==> src/rtl/srm_pkg.sv <==
package srm_pkg;
  localparam int ROW_W     = 16;
  localparam int BYTE_W    = 8;
  localparam int CTL_ROW_LSB = 3;
  localparam int CTL_RNW_BIT = 0;

  typedef enum logic [3:0] {
    ST_IDLE,
    ST_CTRL,
    ST_CTRL_ACK,
    ST_WR_BYTE,
    ST_WR_ACK,
    ST_WR_DONE,
    ST_RD_BYTE,
    ST_RD_ACK,
    ST_IGNORE
  } link_st_e;
endpackage

==> src/rtl/srm_line_sync.sv <==
module srm_line_sync #(
  parameter int STAGES = 2
) (
  input  logic clk_i,
  input  logic rst_ni,
  input  logic scl_i,
  input  logic sda_i,
  output logic scl_o,
  output logic sda_o,
  output logic scl_rise_o,
  output logic scl_fall_o,
  output logic start_o,
  output logic stop_o
);
  logic [STAGES:0] scl_q, sda_q;
  logic scl_now, scl_prev, sda_now, sda_prev;

  always_ff @(posedge clk_i or negedge rst_ni) begin
    if (!rst_ni) begin
      scl_q <= '1;
      sda_q <= '1;
    end else begin
      scl_q <= {scl_q[STAGES-1:0], scl_i};
      sda_q <= {sda_q[STAGES-1:0], sda_i};
    end
  end

  assign scl_now  = scl_q[STAGES-1];
  assign scl_prev = scl_q[STAGES];
  assign sda_now  = sda_q[STAGES-1];
  assign sda_prev = sda_q[STAGES];

  assign scl_o      = scl_now;
  assign sda_o      = sda_now;
  assign scl_rise_o = scl_now & ~scl_prev;
  assign scl_fall_o = ~scl_now & scl_prev;
  // data edges only count as conditions with clock high on both samples
  assign start_o    = scl_now & scl_prev & sda_prev & ~sda_now;
  assign stop_o     = scl_now & scl_prev & ~sda_prev & sda_now;
endmodule

==> src/rtl/srm_row_array.sv <==
module srm_row_array #(
  parameter int ROWS  = 32,
  parameter int WIDTH = 16,
  localparam int AW   = $clog2(ROWS)
) (
  input  logic             clk_i,
  input  logic             rst_ni,
  input  logic             wr_en_i,
  input  logic [AW-1:0]    wr_addr_i,
  input  logic [WIDTH-1:0] wr_data_i,
  input  logic [AW-1:0]    rd_addr_i,
  output logic [WIDTH-1:0] rd_data_o
);
  logic [WIDTH-1:0] rows_q [ROWS];

  always_ff @(posedge clk_i or negedge rst_ni) begin
    if (!rst_ni) begin
      for (int i = 0; i < ROWS; i++) rows_q[i] <= '0;
    end else if (wr_en_i) begin
      rows_q[wr_addr_i] <= wr_data_i;
    end
  end

  assign rd_data_o = rows_q[rd_addr_i];

  assert_write_lands_R3: assert property (@(posedge clk_i) disable iff (!rst_ni)
    wr_en_i |=> rows_q[$past(wr_addr_i)] == $past(wr_data_i));
endmodule

==> src/rtl/srm_link_fsm.sv <==
module srm_link_fsm
  import srm_pkg::*;
#(
  parameter int ROWS = 32,
  localparam int AW  = $clog2(ROWS)
) (
  input  logic             clk_i,
  input  logic             rst_ni,
  input  logic             scl_s_i,
  input  logic             sda_s_i,
  input  logic             scl_rise_i,
  input  logic             scl_fall_i,
  input  logic             start_i,
  input  logic             stop_i,
  input  logic             busy_i,
  input  logic [ROW_W-1:0] rd_data_i,
  output logic [AW-1:0]    rd_addr_o,
  output logic             wr_en_o,
  output logic [AW-1:0]    wr_addr_o,
  output logic [ROW_W-1:0] wr_data_o,
  output logic             sda_pull_o
);
  link_st_e          state_q;
  logic [2:0]        bit_q;
  logic              full_q;
  logic [BYTE_W-1:0] rx_q, tx_q;
  logic [AW-1:0]     row_q, row_nxt;
  logic              rnw_q, hi_q, mack_q;
  logic [ROW_W-1:0]  buf_q;

  assign row_nxt   = (row_q == AW'(ROWS - 1)) ? '0 : row_q + 1'b1;
  assign rd_addr_o = (state_q == ST_RD_ACK) ? row_nxt : row_q;
  assign wr_addr_o = row_q;
  assign wr_data_o = buf_q;

  always_ff @(posedge clk_i or negedge rst_ni) begin
    if (!rst_ni) begin
      state_q    <= ST_IDLE;
      bit_q      <= '0;
      full_q     <= 1'b0;
      rx_q       <= '0;
      tx_q       <= '0;
      row_q      <= '0;
      rnw_q      <= 1'b0;
      hi_q       <= 1'b0;
      mack_q     <= 1'b0;
      buf_q      <= '0;
      sda_pull_o <= 1'b0;
      wr_en_o    <= 1'b0;
    end else begin
      wr_en_o <= 1'b0;
      if (stop_i) begin
        if (state_q == ST_WR_DONE) wr_en_o <= 1'b1;
        state_q    <= ST_IDLE;
        sda_pull_o <= 1'b0;
      end else if (start_i) begin
        state_q    <= ST_CTRL;
        bit_q      <= '0;
        full_q     <= 1'b0;
        sda_pull_o <= 1'b0;
      end else if (scl_rise_i) begin
        case (state_q)
          ST_CTRL, ST_WR_BYTE: begin
            rx_q  <= {rx_q[BYTE_W-2:0], sda_s_i};
            bit_q <= bit_q + 3'd1;
            if (bit_q == 3'd7) full_q <= 1'b1;
          end
          ST_RD_ACK: mack_q <= ~sda_s_i;
          default: ;
        endcase
      end else if (scl_fall_i) begin
        case (state_q)
          ST_CTRL: if (full_q) begin
            full_q <= 1'b0;
            if (busy_i) begin
              state_q <= ST_IGNORE;
            end else begin
              row_q      <= AW'(rx_q[BYTE_W-1:CTL_ROW_LSB]);
              rnw_q      <= rx_q[CTL_RNW_BIT];
              sda_pull_o <= 1'b1;
              state_q    <= ST_CTRL_ACK;
            end
          end
          ST_CTRL_ACK: begin
            bit_q <= '0;
            hi_q  <= 1'b0;
            if (rnw_q) begin
              buf_q      <= rd_data_i;
              sda_pull_o <= ~rd_data_i[BYTE_W-1];
              tx_q       <= {rd_data_i[BYTE_W-2:0], 1'b0};
              state_q    <= ST_RD_BYTE;
            end else begin
              sda_pull_o <= 1'b0;
              state_q    <= ST_WR_BYTE;
            end
          end
          ST_WR_BYTE: if (full_q) begin
            full_q <= 1'b0;
            if (hi_q) buf_q[ROW_W-1:BYTE_W] <= rx_q;
            else      buf_q[BYTE_W-1:0]     <= rx_q;
            sda_pull_o <= 1'b1;
            state_q    <= ST_WR_ACK;
          end
          ST_WR_ACK: begin
            sda_pull_o <= 1'b0;
            bit_q      <= '0;
            if (hi_q) state_q <= ST_WR_DONE;
            else begin
              hi_q    <= 1'b1;
              state_q <= ST_WR_BYTE;
            end
          end
          ST_RD_BYTE: begin
            if (bit_q == 3'd7) begin
              sda_pull_o <= 1'b0;
              state_q    <= ST_RD_ACK;
            end else begin
              sda_pull_o <= ~tx_q[BYTE_W-1];
              tx_q       <= {tx_q[BYTE_W-2:0], 1'b0};
            end
            bit_q <= bit_q + 3'd1;
          end
          ST_RD_ACK: begin
            bit_q <= '0;
            if (!mack_q) begin
              sda_pull_o <= 1'b0;
              state_q    <= ST_IGNORE;
            end else if (!hi_q) begin
              hi_q       <= 1'b1;
              sda_pull_o <= ~buf_q[ROW_W-1];
              tx_q       <= {buf_q[ROW_W-2:BYTE_W], 1'b0};
              state_q    <= ST_RD_BYTE;
            end else begin
              hi_q       <= 1'b0;
              row_q      <= row_nxt;
              buf_q      <= rd_data_i;
              sda_pull_o <= ~rd_data_i[BYTE_W-1];
              tx_q       <= {rd_data_i[BYTE_W-2:0], 1'b0};
              state_q    <= ST_RD_BYTE;
            end
          end
          default: ;
        endcase
      end
    end
  end

  assert_drive_scl_low_R6: assert property (@(posedge clk_i) disable iff (!rst_ni)
    (!$stable(sda_pull_o) && !$past(start_i) && !$past(stop_i)) |-> !scl_s_i);
  assert_no_ack_busy_R9: assert property (@(posedge clk_i) disable iff (!rst_ni)
    (state_q == ST_CTRL_ACK) |-> !busy_i);
  assert_released_idle_R8: assert property (@(posedge clk_i) disable iff (!rst_ni)
    (state_q == ST_IDLE || state_q == ST_IGNORE) |-> !sda_pull_o);
endmodule

==> src/rtl/serial_row_mem.sv <==
module serial_row_mem #(
  parameter int ROWS        = 32,
  parameter int WR_CYCLES   = 64,
  parameter int SYNC_STAGES = 2
) (
  input  logic clk_i,
  input  logic rst_ni,
  input  logic scl_i,
  input  logic sda_i,
  output logic sda_pull_o,
  output logic busy_o
);
  import srm_pkg::*;
  localparam int AW = $clog2(ROWS);
  localparam int BW = $clog2(WR_CYCLES + 1);

  logic scl_s, sda_s, scl_rise, scl_fall, start_ev, stop_ev;
  logic wr_en;
  logic [AW-1:0]    rd_addr, wr_addr;
  logic [ROW_W-1:0] rd_data, wr_data;
  logic [BW-1:0]    busy_q;

  srm_line_sync #(.STAGES(SYNC_STAGES)) u_sync (
    .clk_i(clk_i), .rst_ni(rst_ni), .scl_i(scl_i), .sda_i(sda_i),
    .scl_o(scl_s), .sda_o(sda_s), .scl_rise_o(scl_rise), .scl_fall_o(scl_fall),
    .start_o(start_ev), .stop_o(stop_ev)
  );

  srm_link_fsm #(.ROWS(ROWS)) u_fsm (
    .clk_i(clk_i), .rst_ni(rst_ni), .scl_s_i(scl_s), .sda_s_i(sda_s),
    .scl_rise_i(scl_rise), .scl_fall_i(scl_fall), .start_i(start_ev), .stop_i(stop_ev),
    .busy_i(busy_o), .rd_data_i(rd_data), .rd_addr_o(rd_addr), .wr_en_o(wr_en),
    .wr_addr_o(wr_addr), .wr_data_o(wr_data), .sda_pull_o(sda_pull_o)
  );

  srm_row_array #(.ROWS(ROWS), .WIDTH(ROW_W)) u_array (
    .clk_i(clk_i), .rst_ni(rst_ni), .wr_en_i(wr_en), .wr_addr_i(wr_addr),
    .wr_data_i(wr_data), .rd_addr_i(rd_addr), .rd_data_o(rd_data)
  );

  // fixed-length stand-in for the cell programming time
  always_ff @(posedge clk_i or negedge rst_ni) begin
    if (!rst_ni)            busy_q <= '0;
    else if (wr_en)         busy_q <= BW'(WR_CYCLES);
    else if (busy_q != '0)  busy_q <= busy_q - 1'b1;
  end
  assign busy_o = (busy_q != '0);

  assert_commit_busy_R3: assert property (@(posedge clk_i) disable iff (!rst_ni)
    wr_en |=> busy_o);
  assert_busy_source_R9: assert property (@(posedge clk_i) disable iff (!rst_ni)
    $rose(busy_o) |-> $past(wr_en));
endmodule

==> config.mk <==
export PLATFORM = sky130hd
export DESIGN_NAME = serial_row_mem
export DESIGN_NICKNAME = d
export VERILOG_FILES = /design/src/rtl/srm_pkg.sv /design/src/rtl/srm_line_sync.sv /design/src/rtl/srm_row_array.sv /design/src/rtl/srm_link_fsm.sv /design/src/rtl/serial_row_mem.sv
export SDC_FILE = /design/constraint.sdc
export NUM_CORES = 1
export LEC_CHECK = 0
export BUFFER_PORTS_ARGS = -buffer_cell sky130_fd_sc_hd__buf_2
export CORE_UTILIZATION = 40
export DETAILED_ROUTE_END_ITERATION = 16
export HOLD_SLACK_MARGIN = 0.05
export MAX_ROUTING_LAYER = met4
export PLACE_DENSITY = 0.65
export SLEW_MARGIN = 20
export SYNTH_ARGS = -nofsm -noshare
export SYNTH_HDL_FRONTEND = slang
export SYNTH_SLANG_ARGS = --single-unit
==> constraint.sdc <==
create_clock -name clk_i -period 3 [get_ports clk_i]
set_input_delay 0 -clock clk_i [delete_from_list [all_inputs] [get_ports clk_i]]
set_output_delay 0 -clock clk_i [all_outputs]
set_load 0.01 [all_outputs]
== Yosys cells after proc, flatten, opt, wreduce, memory -nomap -nowiden ==
Index checks and enable logic that the tools add are counted.

* Register bits: 575
* Input bits: 4
* Output and inout port bits: 2

* Add/sub/neg operators: 3
* $lt $le $gt $ge: 3
* Equal/unequal tests: 26
* Multiplexer cells: 67
* Bitwise logic cells: 20
* Reduce and logical (&&, ||, !) cells: 25

{| class="wikitable"
|+ Operators by type and width
! cell !! number
|-
| bitwise mux 512 bit || 1
|-
| 2-to-1 mux 16 bit || 7
|-
| binary-select mux 16 bit (select 5 bit) || 1
|-
| demux 16 bit (select 5 bit) || 1
|-
| 2-to-1 mux 8 bit || 6
|-
| one-hot mux 16 bit (3 select lines) || 1
|-
| 2-to-1 mux 4 bit || 9
|-
| 2-to-1 mux 5 bit || 6
|-
| one-hot mux 4 bit (6 select lines) || 1
|-
| one-hot mux 8 bit (3 select lines) || 1
|-
| 2-to-1 mux 1 bit || 21
|-
| AND reduction 10 bit || 2
|-
| 2-to-1 mux 3 bit || 6
|-
| AND reduction 6 bit || 3
|-
| == test 4 x 3 -> 1 bit, second input constant || 4
|-
| nonzero test 3 bit || 5
|-
| 2-to-1 mux 7 bit || 2
|-
| >= comparator 6 bit, second input constant || 2
|-
| != test 2 x 1 -> 1 bit, second input constant || 6
|-
| != test 4 x 3 -> 1 bit, second input constant || 3
|-
| NOT 5 -> 6 bit || 2
|-
| AND reduction 4 bit || 3
|-
| NOT 1 bit || 11
|-
| one-hot mux 5 bit (2 select lines) || 1
|-
| other kinds (27) || 39
|}

== Longest topological paths before layout ==
Gate-level depths: netlist of run 1.

* Depth in word-level cells: 15
* Depth in mapped cells: 17
* Mapped depth without buffers: 11

== Modules after synthesis ==
A second synthesis of run 1 with hierarchy kept.

* Cell total of the unflattened synthesis: 2,064
* Area, all modules: 27,507.6 sq um

{| class="wikitable"
|+ Modules (own cells, without submodules)
! module !! instances !! cells each !! area each (sq um) !! seq. area each (sq um)
|-
| srm_row_array || 1 || 1,730 || 23,993.0 || 12,812.3
|-
| srm_link_fsm || 1 || 285 || 2,935.3 || 1,226.2
|-
| serial_row_mem || 1 || 39 || 389.1 || 175.2
|-
| srm_line_sync || 1 || 10 || 190.2 || 157.7
|}

== Worst setup path before layout of run 1 ==
OpenSTA, ideal clock, no wires.

* Path type: reg2reg
* Start point: reg u_fsm.row_q[2], in the netlist u_fsm.wr_addr_o[2]
* End point: reg u_fsm.sda_pull_o
* Setup time: 0.124 ns
* Data arrival time: 3.027 ns
* Required time: 2.876 ns
* Setup slack: -0.150 ns
* Stages on the path, launching flop included: 15
* Period minus slack after synthesis: 3.150 ns
* Cells stage by stage: dfrtp_1 > clkbuf_1 > clkbuf_1 > and3_1 > ha_1 > buf_2 > and3b_1 > a21oi_2 > nor2_4 > buf_4 > buf_6 > a311oi_1 > nor4_1 > a211o_1 > o31a_1

* Longest elaborated chain between the ends: 15
* Elaborated cells between the ends (all ways): 17

{| class="wikitable"
|+ RTL lines
! element !! RTL line !! RTL
|-
| start: declaration || srm_link_fsm.sv:27 || <nowiki>logic [AW-1:0] row_q, row_nxt;</nowiki>
|-
| start signal: assignment || srm_link_fsm.sv:78 || <nowiki>row_q <= AW'(rx_q[BYTE_W-1:CTL_ROW_LSB]);</nowiki>
|-
| start signal: assignment || srm_link_fsm.sv:135 || <nowiki>row_q <= row_nxt;</nowiki>
|-
| adder 5 x 1 -> 5 bit or == test 5 bit (tied branches) || srm_link_fsm.sv:31 || <nowiki>assign row_nxt = (row_q == AW'(ROWS - 1)) ? '0 : row_q + 1'b1;</nowiki>
|-
| 2-to-1 mux 5 bit || srm_link_fsm.sv:31 ||
|-
| 2-to-1 mux 5 bit (*) || srm_link_fsm.sv:32 || <nowiki>assign rd_addr_o = (state_q == ST_RD_ACK) ? row_nxt : row_q;</nowiki>
|-
| NOT 5 -> 6 bit (implied by the code) (*) || srm_row_array.sv:24 || <nowiki>assign rd_data_o = rows_q[rd_addr_i];</nowiki>
|-
| binary-select mux 16 bit (select 5 bit) (*) || srm_row_array.sv:24 ||
|-
| 2-to-1 mux 16 bit (implied by the code) (*) (2 in series) || srm_row_array.sv:24 ||
|-
| NOT 1 bit (*) || srm_link_fsm.sv:89, srm_link_fsm.sv:137 ||
|-
| 2-to-1 mux 1 bit || srm_link_fsm.sv:128 || <nowiki>end else if (!hi_q) begin</nowiki>
|-
| 2-to-1 mux 1 bit || srm_link_fsm.sv:125 || <nowiki>if (!mack_q) begin</nowiki>
|-
| one-hot mux 1 bit (6 select lines) (*) || srm_link_fsm.sv:72 || <nowiki>case (state_q)</nowiki>
|-
| 2-to-1 mux 1 bit (*) || srm_link_fsm.sv:71 || <nowiki>end else if (scl_fall_i) begin</nowiki>
|-
| 2-to-1 mux 1 bit (*) || srm_link_fsm.sv:61 || <nowiki>end else if (scl_rise_i) begin</nowiki>
|-
| 2-to-1 mux 1 bit (*) || srm_link_fsm.sv:56 || <nowiki>end else if (start_i) begin</nowiki>
|-
| 2-to-1 mux 1 bit (*) || srm_link_fsm.sv:52 || <nowiki>if (stop_i) begin</nowiki>
|-
| end signal: assignment || srm_link_fsm.sv:89 || <nowiki>sda_pull_o <= ~rd_data_i[BYTE_W-1];</nowiki>
|-
| end signal: assignment || srm_link_fsm.sv:118 || <nowiki>sda_pull_o <= ~tx_q[BYTE_W-1];</nowiki>
|-
| end signal: assignment || srm_link_fsm.sv:130 || <nowiki>sda_pull_o <= ~buf_q[ROW_W-1];</nowiki>
|-
| end: declaration || srm_link_fsm.sv:21 || <nowiki>output logic sda_pull_o</nowiki>
|}

Every way passes the cells marked *; elsewhere a longest branch is shown, timed or not. The select of a mux whose other input is x is not followed.
A chain may end at the register's enable or synchronous reset.

== Final worst setup path of run 1 ==
* Start point: reg u_fsm.row_q[1], in the netlist u_fsm.wr_addr_o[1]
* End point: reg u_fsm.sda_pull_o

The elaborated chain is that of the path after synthesis.

==> results of run 1 <==
registers in the layout, indices dropped and copies added (netlist names):
signal / cells
u_fsm.bit_q: 3
busy_q: 7
u_fsm.tx_q: 7
u_fsm.mack_q: 1
u_fsm.hi_q: 1
u_fsm.rx_q: 8
u_fsm.full_q: 1
u_fsm.state_q: 4
u_sync.sda_q: 3
u_sync.scl_q: 3
u_fsm.wr_data_o: 16
u_fsm.wr_addr_o: 5
u_fsm.rnw_q: 1
u_fsm.wr_en_o: 1
u_fsm.sda_pull_o: 1
u_array.rows_q: 512
cells by family after synthesis:
group | Yosys count | share of synthesized area [%]
AOI/OAI and AO/OA | 250 | 6.35
xor gates and xnor gates | 2 | 0.0644
adders and majority gates | 8 | 0.368
buffers and inverters | 193 | 3.34
DFF | 574 | 52.8
muxes | 692 | 29.2
and+or+nand+nor | 476 | 7.89
power groups by stage:
| stage | registers [W] | logic [W] | clock network (W) |
|---|---|---|---|
| CTS | 0.00821 | 0.00582 | 0.00848 |
| detailed placement | 0.00835 | 0.00567 | 0 |
| finish | 0.00822 | 0.00640 | 0.00832 |
| global placement | 0.00833 | 0.00559 | 0 |
| floorplan | 0.00820 | 0.00296 | 0 |
| global route | 0.00823 | 0.00671 | 0.00882 |
synthesized netlist by cell type, types with 17 or more instances:
cell      number  area share, %
a21oi_1       48           0.88
a31oi_1       33           0.76
nor3_1        19           0.35
a32oi_1       17           0.55
o21ai_0       34           0.63
o211ai_1      18           0.50
clkbuf_1     110            1.5
nor2_1        78            1.1
buf_2         43           0.79
mux2i_1      125            4.6
dfrtp_1      568             52
mux4_2        26            2.2
mux2_2       540             22
nand2_1      248            3.4
nand4_1       17           0.39
nand3_1       46           0.85
critical path: cells and delay by family, from the launching register on:
| kind | cells | cell delay, ns |
|---|---|---|
| muxes | 1 | 0.23 |
| and+or+nand+nor | 4 | 0.42 |
| adders and majority gates | 2 | 0.34 |
| buffers and inverters | 4 | 0.62 |
| DFF | 1 | 0.36 |
| AOI/OAI and AO/OA | 3 | 0.87 |
repair_timing:
action,CTS,global route
hold endpoints to repair,570,0
resized for setup,18,63
hold buffers,6,0
setup buffers,0,15
endpoints found under the setup margin,13,23
cloned,1,3
pin swaps,3,23
how the worst min path moves through the flow:
stage	from	endpoint	depth (start not counted)
2_1_floorplan	rst_ni	busy_q[0]	0
3_3_place_gp	rst_ni	u_array.rows_q[347]	1
3_5_place_dp	rst_ni	u_array.rows_q[347]	1
4_1_cts	rst_ni	u_array.rows_q[289]	3
5_1_grt	rst_ni	u_array.rows_q[276]	3
6_report	rst_ni	u_array.rows_q[276]	3
stage by stage:
| step | instance area, um2 | instances | total power (W) | util (%) |
|---|---|---|---|---|
| final | 32400 | 3239 | 0.0229 | 48.2 |
| after global routing | 32400 | 3239 | 0.0238 | 48.2 |
| after CTS | 31900 | 3221 | 0.0225 | 47.4 |
| after detailed placement | 29500 | 3096 | 0.0140 | 43.8 |
| after global placement | 29500 | 3096 | 0.0139 | 43.8 |
| after floorplan | 27300 | 2195 | 0.0112 | - |
metal layers:
layer / global-route usage, % / up-vias
met5: - / -
met4: 7.79 / 0
met3: 3.20 / 112
met2: 36.0 / 495
met1: 31.0 / 9823
li1: - / 8177
layout make-up:
type | instances | area [um2]
Fill cell | 5867 | 34900
Sequential cell | 574 | 14400
Multi-Input combinational cell | 1428 | 12300
Timing Repair Buffer | 232 | 2310
Clock buffer | 99 | 1930
Tap cell | 873 | 1090
Clock inverter | 19 | 310
Inverter | 13 | 48.8
Antenna cell | 1 | 2.50
==> run metrics, run 1 <==
Initial DRT Pass Iterations=5; crit path launch type=flip-flop; die area=0.0691 mm2; critical path startpoint=u_fsm.wr_addr_o[1]; Worst path max stage delay=0.36 ns; commonest non-fill, non-tap cells in the layout=dfrtp_1, mux2_2, nand2_1; CTS tree=yes; WL met1=34.3 mm; total grt overflow=0; Slew HR=32.8%; EDFF count, synth=0; Slew Limit Fails=0; Max Buffers Root-to-Sink=3; fraction of final layout cells sized beyond drive strength 1=between 40% and 50%; total I/O pin count=6; Worst Hold Class=primary input to asynchronous set/reset pin; Comb pwr share=27.9%; first-pass GRT wire length=119 mm; Clock power frac=36.3%; Rows=95; crit path to=u_fsm.sda_pull_o; mean post-synth cell area=about 12 um2; Die W=263 um; Cell Int Power=~0.016 W; Pleak=14.9 nW; largest net degree at the start of global routing=approximately 150; Synth Flop Type=dfrtp_1; detailed-route via count=about 19,000; clk sinks=574; Reg2Reg Depth=14; Syn Nets=roughly 2,200; Yosys reg bits=574; Num CTS Buffers=66; post-synth cell types=68; Final Cycle Share=98.2%; Yosys warnings=0; ANT nets after route=0; worst setup margin=0.0527 ns; Hold Fails Final Rpt=0; Post-Place Worst Slack=-0.157 ns; CTS H-tree lvls=3; Worst Path Arrival=3.42 ns; Root Driver=clkbuf_16; Reg power frac=35.8%; Sw Ratio=31.2%; sequential area share after synthesis=52.8%; Final GP Congestion=0.934; vias in the first global route=19,400; Post-Syn Instances=~2,200; crit path max-delay cell type=dfrtp_1; VDD IR max=0.378 mV; Die H=between 200 and 300 um; final WL=77.2 mm; setup TNS=0 ns; status=complete, no violations; Critical Path RT=3.48 ns; DRC viols=0; Power Dens Cells=~700 mW/mm2; crit path max fanout=8; r2r endpoint=u_fsm.sda_pull_o; PortBufs=5; Switch Pwr=roughly 0.007 W; Final Hold Slack=about 0.09 ns; WL met3=approximately 4 mm; Final HPWL DP=50.6 mm; RSZ-0062 raised after global routing=true; register clock-pin slew on the reported worst setup and hold paths=~0.060 ns; Routed WL per cell=23.8 um; Setup Viol. Count Final=0; Clock Skew=0.0234 ns; Syn Std Cell Area=0.0272 mm2; Slew @ Worst Pin=1.01 ns; CP cell instances=ha_2 -> and3_4 -> ha_4 -> nor2_2 -> buf_4 -> mux2i_4 -> buf_12 -> buf_12 -> buf_4 -> nand2_1 -> a311oi_4 -> nor4_4 -> a211o_1 -> o31a_1; Reg-to-Reg Start=u_fsm.wr_addr_o[1]; Area Growth Syn to Fin=19.1%; total track usage=23.1%; Clock Latency Late Sink=0.59 ns; most common cell after layout, fill and taps aside=dfrtp_1; Via-to-Cell Ratio=5.74; # nets final=approximately 2,300; 1st-iter DRT viols=1,381; Max Cap Viol=0; reg-to-reg slack, setup=roughly 0.053 ns; metal2 WL=36.6 mm; ys async rst share=100%; max layer used=met4; CP Class=flip-flop to flip-flop; fmax=0.339 GHz; core area=0.0673 mm2; post-layout min period=slightly below 3 ns; initial antenna violation count=1; starting density of the core=around 40%; CP endpoint kind=flip-flop
No activity file was read; power rests on OpenSTA's default activity.
==> run 2, diff against run 1 <==
- SYNTH_HIERARCHICAL: not set -> 1
==> run metrics, run 2 <==
WP buf/inv=2; post-layout min period=3.38 ns; xor and xnor area share after synthesis=less than 1%; register area=roughly 0.014 mm2; Routed WL per cell=approximately 24 um; EDFF count, synth=0; starting density of the core=40.7%; Die W=approximately 260 um; CTS tree=yes; total grt overflow=0; mux share of post-synthesis cell area=about 32%; Synth Area in Compound Gates=under 10%; Worst Hold Class=flip-flop to flip-flop; Synth Area in Adders=less than 1%; vias in the first global route=18,300; post-synth cell types=74; Max Buffers Root-to-Sink=3; mean post-synth cell area=approximately 13 um2; register clock-pin slew on the reported worst setup and hold paths=0.06 ns; Synth Flop Type=dfrtp_1; RSZ-0062 raised after global routing=true; crit path max-delay cell type=dfrtp_2; detailed-route via count=between 15,000 and 20,000; ANT nets after route=0; # nets final=2,155; Max Cap Viol=0; PortBufs=5; most common cell after layout, fill and taps aside=dfrtp_1; Critical Path RT=3.52 ns; Rows=95; Switch Pwr=0.00434 W; Slew Limit Fails=0; main area contributors after synthesis=dfrtp_1, mux2_2, mux2i_1, a22oi_1, a22o_1; status=finished with violations; Die H=approximately 260 um; die area=0.0698 mm2; Synth area leader=dfrtp_1; crit path max fanout=6; Root Driver=clkbuf_16; WL met1=between 30 and 40 mm; Syn Nets=just over 2,000; Worst Path Arrival=3.90 ns; Post-Syn Instances=2,064; worst setup margin=-0.382 ns; DRC viols=0; CP Class=flip-flop to flip-flop; Clock Latency Late Sink=0.64 ns; largest family of logic cells by synthesized area=multiplexers; fraction of final layout cells sized beyond drive strength 1=43.9%; CP cell instances=ha_4 -> and3_4 -> ha_4 -> or2_4 -> nor2_4 -> a21o_1 -> nor2b_4 -> buf_12 -> buf_8 -> a22o_1 -> nor3_1 -> a31oi_1 -> nand3_2 -> mux2_4 -> mux2_4; top-area cell type share of the netlist area=51.7%; Via-to-Cell Ratio=5.77; CP top delay family=simple AND/OR/NAND/NOR gates; Initial DRT Pass Iterations=6; fmax=about 0.30 GHz; design area=0.0322 mm2; post-layout util=47.6%; Reg power frac=46.6%; area post-placement=0.0291 mm2; max layer used=met4; Yosys reg bits=574; metal2 WL=35.1 mm; Final Cycle Share=113%; Top reg by flops=u_array/rows_q; Clock Skew=0.0106 ns; Post-synth top cells=dfrtp_1, mux2_2, mux2i_1; Slew @ Worst Pin=1.09 ns; fillers=between 5,000 and 6,000; Multi-input gate area=between 0.01 and 0.015 mm2; initial antenna violation count=1; Area Growth Syn to Fin=17.1%; Worst path max stage delay=0.43 ns; Num CTS Buffers=61; crit path launch type=flip-flop; CP endpoint kind=flip-flop; Yosys warnings=6; Cell Int Power=0.0132 W; Syn Std Cell Area=roughly 0.028 mm2; commonest non-fill, non-tap cells in the layout=dfrtp_1, mux2_2, mux2i_1; 1st-iter DRT viols=1,511; WL met3=3.54 mm; ys async rst share=100%; failing checks=setup timing; total track usage=21.5%; largest net degree at the start of global routing=128; Comb pwr share=a little under a tenth; final WL=~74 mm; Final HPWL DP=~47 mm; VDD IR max=0.483 mV; first-pass GRT wire length=~110 mm; Final GP Congestion=0.892; clk sinks=574; max reg flops=512; Pleak=15.1 nW; Sw Ratio=24.7%; total I/O pin count=6; Setup Viol. Count Final=24; Slew HR=a little over a quarter; Power Dens Cells=roughly 550 mW/mm2; CTS H-tree lvls=2; sequential area share after synthesis=between 50% and 60%; simple-gate share of the synthesized area=a little over 6%; Hold Fails Final Rpt=0; core area=0.0676 mm2; Clock power frac=a little over two fifths; cell with the most instances after synthesis=dfrtp_1
[run 2: cell types whose count changed after synthesis, sizes merged, moves of 26 or more]
cell    before  now
mux4        26    0
clkbuf     110   75
a22oi       15   66
mux2i      126  259
nor2        82   53
nand2      249   73
[run 2: through the flow]
step	setup TNS (ns)	hold WS (ns)	total power (W)	worst slack, ns	instances
finish	-7.28	0.353	0.0175	-0.382	3066
global route	-8.77	0.358	0.0182	-0.418	3066
CTS	-6.69	0.355	0.0177	-0.332	3055
detailed placement	-9.48	-0.0982	0.00987	-0.577	2912
global placement	-8.28	-0.101	0.00981	-0.552	2912
floorplan	0	-0.296	0.00922	0.00290	2064
[run 2: kinds of logic after synthesis]
| family | Yosys count |
|---|---|
| compound gates | 221 |
| xor+xnor | 1 |
| fa+ha+maj | 5 |
| buf+inv | 181 |
| flops | 574 |
| mux | 814 |
| simple gates | 268 |
[run 2: final timing paths]
path / from / end / slack (ns) / depth (start not counted)
worst max-delay path: u_fsm/wr_addr_o[1] / u_fsm/wr_data_o[5] / -0.38 / 15
worst min-delay path: u_sync/sda_q[0] / u_sync/sda_q[1] / 0.35 / 0
worst max register to register: u_fsm/wr_addr_o[1] / u_fsm/wr_data_o[5] / -0.38 / 15
worst min register to register: u_sync/sda_q[0] / u_sync/sda_q[1] / 0.35 / 0
max in group asynchronous: rst_ni / u_array/rows_q[410] / 1.74 / 4
min in group asynchronous: rst_ni / u_array/rows_q[49] / 0.50 / 4
[run 2: worst register-to-register path: stages, from the launching register on]
cell and delay [ns]:
dfrtp_2 0.43, ha_4 0.17, and3_4 0.18, ha_4 0.16
or2_4 0.26, nor2_4 0.12, a21o_1 0.21, nor2b_4 0.30
buf_12 0.17, buf_8 0.13, a22o_1 0.17, nor3_1 0.05
a31oi_1 0.25, nand3_2 0.15, mux2_4 0.28, mux2_4 0.26
[run 2: repair_timing]
action,4_1_cts,5_1_grt
buffers inserted,23,8
hold buffers,7,0
resized for setup,62,48
pin swaps,33,46
hold endpoints to repair,570,0
cloned,4,6
endpoints found under the setup margin,24,24
[run 2: power groups by stage]
stage / combinational [W] / clock, W / sequential, W
finish: 0.00168 / 0.00769 / 0.00818
global route: 0.00184 / 0.00816 / 0.00820
CTS: 0.00162 / 0.00785 / 0.00817
detailed placement: 0.00156 / 0 / 0.00831
global placement: 0.00152 / 0 / 0.00830
floorplan: 0.00103 / 0 / 0.00818
[run 2: final cells by class]
type | instances | share of cell area (%)
diodes | 1 | 0.00777
clock buffers | 95 | 5.92
clock inverters | 14 | 0.478
inverters | 11 | 0.128
multi-input cells | 1310 | 39.2
flip-flops and latches | 574 | 44.6
well taps | 873 | 3.39
repair buffers | 188 | 6.23
[run 2: metal layers]
metal,vias to the layer above,GRT usage [%]
li1,7678,-
met1,9371,29.1
met2,498,33.9
met3,145,2.43
met4,0,6.98
met5,-,-
